**config.mk**
```make
export PLATFORM = sky130hd
export DESIGN_NAME = fdt_tabulator
export DESIGN_NICKNAME = d
export VERILOG_FILES = /design/src/rtl/fdt_pkg.sv /design/src/rtl/fdt_stage.sv /design/src/rtl/fdt_outreg.sv /design/src/rtl/fdt_tabulator.sv
export SDC_FILE = /design/constraint.sdc
export NUM_CORES = 1
export LEC_CHECK = 0
export ABC_AREA = 1
export BUFFER_PORTS_ARGS = -buffer_cell sky130_fd_sc_hd__buf_2
export CORE_MARGIN = 2
export CORE_UTILIZATION = 30
export DETAILED_ROUTE_END_ITERATION = 8
export PLACE_DENSITY = 0.44
export SLEW_MARGIN = 20
export SYNTH_ARGS = -nofsm -noshare
export SYNTH_HDL_FRONTEND = slang
export SYNTH_SLANG_ARGS = --single-unit
```
**constraint.sdc**
```tcl
create_clock -name clk -period 2.3 [get_ports clk]
set_input_delay 0.23 -clock clk [delete_from_list [all_inputs] [get_ports clk]]
set_output_delay 0.23 -clock clk [all_outputs]
set_load 0.01 [all_outputs]
```
**src/rtl/fdt_pkg.sv**
```systemverilog
package fdt_pkg;
  localparam int unsigned FDT_WIDTH = 32;
  localparam int unsigned FDT_ORDER = 6;
endpackage

```
**src/rtl/fdt_stage.sv**
```systemverilog
module fdt_stage #(
  parameter int unsigned WIDTH = 32
) (
  input  logic             clk,
  input  logic             rst,
  input  logic             load_en,
  input  logic [WIDTH-1:0] load_val,
  input  logic             adv,
  input  logic [WIDTH-1:0] addend,
  output logic [WIDTH-1:0] q,
  output logic             carry_out
);
  logic [WIDTH:0] sum_w;

  assign sum_w     = {1'b0, q} + {1'b0, addend};
  assign carry_out = sum_w[WIDTH];

  always_ff @(posedge clk) begin
    if (rst)          q <= '0;
    else if (load_en) q <= load_val;
    else if (adv)     q <= sum_w[WIDTH-1:0];
  end
endmodule

```
**src/rtl/fdt_outreg.sv**
```systemverilog
module fdt_outreg #(
  parameter int unsigned WIDTH = 32
) (
  input  logic             clk,
  input  logic             rst,
  input  logic             fire,
  input  logic [WIDTH-1:0] din,
  output logic             out_valid,
  output logic [WIDTH-1:0] out_data
);
  always_ff @(posedge clk) begin
    if (rst) begin
      out_valid <= 1'b0;
      out_data  <= '0;
    end else begin
      out_valid <= fire;
      if (fire) out_data <= din;
    end
  end
endmodule

```
**src/rtl/fdt_tabulator.sv**
```systemverilog
module fdt_tabulator
  import fdt_pkg::*;
#(
  parameter int unsigned WIDTH = FDT_WIDTH,
  parameter int unsigned ORDER = FDT_ORDER
) (
  input  logic                   clk,
  input  logic                   rst,
  input  logic                   load_en,
  input  logic [WIDTH-1:0]       load_value,
  input  logic [ORDER*WIDTH-1:0] load_diffs,
  input  logic                   step_valid,
  output logic                   step_ready,
  output logic                   out_valid,
  output logic [WIDTH-1:0]       out_data,
  output logic                   overflow
);
  localparam int unsigned NREG = ORDER + 1;

  logic [WIDTH-1:0] chain_q [NREG];
  logic [NREG-1:0]  carry_v;
  logic             adv;
  logic             ovf_q;

  assign step_ready = ~load_en;
  assign adv        = step_valid & step_ready;

  for (genvar i = 0; i < NREG; i++) begin : g_chain
    logic [WIDTH-1:0] ld_w;
    logic [WIDTH-1:0] add_w;
    if (i == 0) begin : g_val
      assign ld_w = load_value;
    end else begin : g_diff
      assign ld_w = load_diffs[(i-1)*WIDTH +: WIDTH];
    end
    if (i < ORDER) begin : g_mid
      assign add_w = chain_q[i+1];
    end else begin : g_top
      assign add_w = '0;
    end
    fdt_stage #(.WIDTH(WIDTH)) u_stage (
      .clk      (clk),
      .rst      (rst),
      .load_en  (load_en),
      .load_val (ld_w),
      .adv      (adv),
      .addend   (add_w),
      .q        (chain_q[i]),
      .carry_out(carry_v[i])
    );
  end

  always_ff @(posedge clk) begin
    if (rst)                  ovf_q <= 1'b0;
    else if (load_en)         ovf_q <= 1'b0;
    else if (adv && |carry_v) ovf_q <= 1'b1;
  end
  assign overflow = ovf_q;

  fdt_outreg #(.WIDTH(WIDTH)) u_out (
    .clk      (clk),
    .rst      (rst),
    .fire     (adv),
    .din      (chain_q[0]),
    .out_valid(out_valid),
    .out_data (out_data)
  );
endmodule

```
Word level (Yosys, flattened, before mapping)

Cells that the tools add are included.

Register bits: 258
Input bits: 228
Logic and storage cells: 35

$add $sub $neg: 6
Mux-type cells: 13
Bitwise gates (word level): 2
Reductions and logical operators: 4

Operators by type and width:

| operator                | number |
|---|---|
| 2-to-1 mux 32 bit       | 13 |
| adder 32 x 32 -> 33 bit | 6 |
| OR reduction 6 bit      | 1 |
| nonzero test 2 bit      | 1 |
| OR reduction 2 bit      | 1 |
| bitwise AND 1 bit       | 1 |
| logical AND 1 bit       | 1 |
| NOT 1 bit               | 1 |

Logic depth before layout (Yosys ltp)

Depth in word-level cells: 4
Gate-level depth with buffers: 16

Cells and area by module

A second synthesis with hierarchy kept.

Cells, all modules: 4744
Area total of the unflattened synthesis: 27096.0 um^2

Modules (own cells, without submodules):

| module                             | times used | cells an instance | area an instance (um^2) |
|---|---|---|---|
| fdt_stage (g_chain[3].u_stage ...) | 4          | 644               | 3689.8 |
| fdt_stage (g_chain[0].u_stage ...) | 3          | 649               | 3633.5 |
| fdt_outreg                         | 1          | 206               | 1352.5 |
| fdt_tabulator                      | 1          | 15                | 83.8 |

Worst setup path before layout

No wires, ideal clock.

Kind: register -> register
From: reg g_chain[5].u_stage.q[0]
To: reg g_chain[4].u_stage.q[24]
Setup time: 0.067 ns
Arrival: 1.866 ns
Path slack: 0.367 ns
Cell stages (with the launch flop): 15
Path buffers: 0
Period minus slack after synthesis: 1.933 ns
Path through: dfxtp_1 -> ha_1 -> inv_1 -> fa_1 -> nand3b_1 -> nand2_1 -> nand2_1 -> nand2_1 -> nand2_1 -> nand2_2 -> nand2_1 -> nand2_1 -> xor2_1 -> nand2_1 -> a21oi_2

Longest elaborated chain between the ends: 3

Ends and longest elaborated chain:

| element                  | RTL line        | RTL |
|---|---|---|
| start: declaration       | fdt_stage.sv:10 | `output logic [WIDTH-1:0] q,` |
| start signal: assignment | fdt_stage.sv:20 | `else if (load_en) q <= load_val;` |
| start signal: assignment | fdt_stage.sv:21 | `else if (adv) q <= sum_w[WIDTH-1:0];` |
| adder 32 x 32 -> 33 bit  | fdt_stage.sv:15 | `assign sum_w = {1'b0, q} + {1'b0, addend};` |
| 2-to-1 mux 32 bit        | fdt_stage.sv:21 |  |
| 2-to-1 mux 32 bit        | fdt_stage.sv:20 |  |
| end signal: assignment   | fdt_stage.sv:20 |  |
| end signal: assignment   | fdt_stage.sv:21 |  |
| end: declaration         | fdt_stage.sv:10 |  |

No other way between the ends. The select of a mux whose other input is x is not followed.
A chain may end at the register's enable or synchronous reset.

Worst setup path after layout

From: reg g_chain[5].u_stage.q[18]
To: reg g_chain[4].u_stage.q[31]

The elaborated chain is that of the path after synthesis.

==> results.toml <==
[setup_path]
r2r-end = "g_chain[4].u_stage.q[31]$_SDFFE_PP0P_"
end_kind = "register"
reg2reg_from = "g_chain[5].u_stage.q[18]$_SDFFE_PP0P_"
rrSetupSlack_ns = 0.09
worstPathArrival_ns = 2.61
path_max_fanout = 4
start_kind = "register"
cp.required_ns = 2.71
worstSetupPathType = "register to register"
worst_r2r_path_depth = 10

[worst_hold_path]
holdPathStages = 3
hold_path.class = "primary input to register"
min_to = "g_chain[1].u_stage.q[23]$_SDFFE_PP0P_"
min_from = "load_diffs[23]"

[synth]
synthDistinctLibCells = 45
ys_seq_area_frac = 0.2378
synth_common_cells = "nand2_1 (997), nor2_1 (400), a21oi_1 (335)"
synth_most_common_cell = "nand2_1"
synth_top_area_frac = 0.2378
synth_seq_cells = 258
synth_edf_count = 0
avgSynthCellArea_um2 = 6.313
syn_area_mm2 = 0.02172
synth_largest_area_cell = "dfxtp_1"
async_reset_ff_frac = 0
synthCells = 3441
synth_fp_nets = 3867
ys_top_cells_by_area = "dfxtp_1 (24%), nand2_1 (17%), ha_1 (11%), a21oi_1 (7.7%), nor2_1 (6.9%)"
yosysWarningCount = 0
synth_flop_cell = "dfxtp_1"

[global_routing]
grt_first_pass_wirelength_um = 138000
antenna_found_initial = 0
grt_max_degree = 115
grtUsageTotal = 0.2379
grt-ovfl-total = 0
grt_pass1_vias = 23230

[floorplanning]
die_h_um = 273.1
num_rows = 98
io_pins = 263
initial_utilization = 0.3034
coreArea_mm2 = 0.07161
die_area_mm2 = 0.07458
die_w_um = 273.1

[timing]
finalSetupTns_ns = 0
timing_worst_slew_pin_value_ns = 0.8375
finalHoldViolCount = 0
fmax_mhz = 452.8
finalCritPeriodShare = 0.9602
clock-skew-final_ns = 0.01459
whs_ns = 0.02593
setup_viol = 0
setup_ws_ns = 0.09158
slew_violations = 0
grt_setup_unrepaired = "true"
fin_crit_ns = 2.208
slew-limit-headroom = 0.4417

[place]
port_buffers = 262
pre_cts_slack_ns = 0.007450
place_congestion = 0.9076
dpl.hpwl_um = 72510
placed_cell_area_mm2 = 0.02486
dp_cells = 4667

[layout]
final_util = 0.3902
stdcell_area_mm2 = 0.02794
final_nets = 4342
layoutNonFillerInstCount = 4893
multi_input_area_mm2 = 0.01534
antenna_cells = 0
register_area_mm2 = 0.005195
fillCellCount = 7905
area_growth_pct = 28.63
drive_above_1_share = 0.1621

[cts]
clock_sinks = 258
cts_tree = "built"
clk_path_buf_depth = 3
cts.root.buffer_cell = "clkbuf_16"
h-tree-depth = 2
cts_buffers = 37
insertion_delay_ns = 0.56
clk_pin_slew_worst_paths_ns = 0.06

[pwr]
leakage_nw = 13.45
power_density_mw_per_mm2 = 539.0
irDropWorstVdd_uv = 397.0
power.total_mw = 15.06

[routing]
drc_errors = 0
antenna_left = 0
wl_per_cell_um = 18.61
drt_iter0_drc = 1529
first_pass_iters = 5
wl_um = 91050
route.vias.total = 24420
routed_via_density = 4.991

[status]
status = "completed"

[flow_run]
maxCapViolations = 0
repair_timing:
action,in CTS,in global routing
hold buffers,152,0
buffers inserted,0,8
endpoints found under the setup margin,3,71
endpoints found under the hold margin,152,0
pin swaps,0,17
gates resized for setup,2,86
final cells by class:
cell class                 instances  area share
clock buffer                      55     0.04021
clock inverter                    11    0.004164
inverter                         270     0.03627
multi-input combinational       2810      0.5491
sequential                       258      0.1859
tap                              950     0.04254
timing repair buffer             539      0.1418
registers in the layout (all words and copies together), names as in the netlist:
register	count
g_chain.u_stage.q	224
u_out.out_data	32
overflow	1
u_out.out_valid	1
how the worst max path moves through the flow:
stage / start / endpoint
finish: g_chain[5].u_stage.q[18]$_SDFFE_PP0P_ / g_chain[4].u_stage.q[31]$_SDFFE_PP0P_
global route: g_chain[2].u_stage.q[0]$_SDFFE_PP0P_ / g_chain[1].u_stage.q[20]$_SDFFE_PP0P_
CTS: g_chain[5].u_stage.q[0]$_SDFFE_PP0P_ / g_chain[4].u_stage.q[30]$_SDFFE_PP0P_
detailed placement: g_chain[3].u_stage.q[0]$_SDFFE_PP0P_ / g_chain[3].u_stage.q[30]$_SDFFE_PP0P_
global placement: g_chain[5].u_stage.q[0]$_SDFFE_PP0P_ / g_chain[4].u_stage.q[30]$_SDFFE_PP0P_
floorplan: g_chain[5].u_stage.q[0]$_SDFFE_PP0P_ / g_chain[4].u_stage.q[24]$_SDFFE_PP0P_
layout by cell type (no fill, tap or decap), types with 10 or more instances in the layout:
cell type / instances
nand2_1: 980
nor2_1: 396
a21oi_1: 321
buf_2: 260
inv_1: 255
dfxtp_1: 238
nand3_1: 200
ha_1: 183
o21ai_0: 153
dlygate4sd3_1: 152
a22oi_1: 111
buf_4: 110
a31oi_1: 75
nand2_2: 56
nand3b_1: 55
xor2_1: 50
clkbuf_16: 37
a21o_1: 36
o21bai_1: 31
a21oi_2: 22
nor2_2: 20
nor3_1: 20
dfxtp_2: 18
inv_2: 14
buf_12: 14
clkbuf_8: 13
o21ai_1: 12
nor3_2: 12
xnor2_1: 10
nand3_2: 10
where the power goes:
part	switching [mW]	leakage, nW	internal, mW	total [mW]
registers	0.405	2.14	4.80	5.21
clock network	2.36	0.621	3.60	5.96
logic	2.31	10.7	1.59	3.90
worst max-delay path, stage by stage, from the launching register on:
cell,delay (ns)
dfxtp_1,0.37
ha_1,0.40
nand2_1,0.14
o21ai_0,0.37
a21oi_1,0.16
nor2_1,0.20
nor2_1,0.10
nand2_1,0.07
nand2_1,0.05
nand3_1,0.12
a21oi_1,0.08
per-layer routing:
metal | vias to the layer above | share of wire | global-route usage
li1 | 12570 | - | -
met1 | 11220 | 0.52 | 0.3628
met2 | 548 | 0.42 | 0.3557
met3 | 79 | 0.044 | 0.02469
met4 | 0 | 0.019 | 0.05134
met5 | - | 0 | 0
cell families after synthesis:
group	Yosys count	share of synthesized area
flip-flops	258	0.2378
AO/OA/AOI/OAI	778	0.2104
XOR/XNOR	60	0.02419
buffers and inverters	373	0.06652
AND/OR/NAND/NOR	1774	0.3450
adder cells (fa/ha/maj)	198	0.1161
Note: power is estimated with default switching activity, not from simulation.
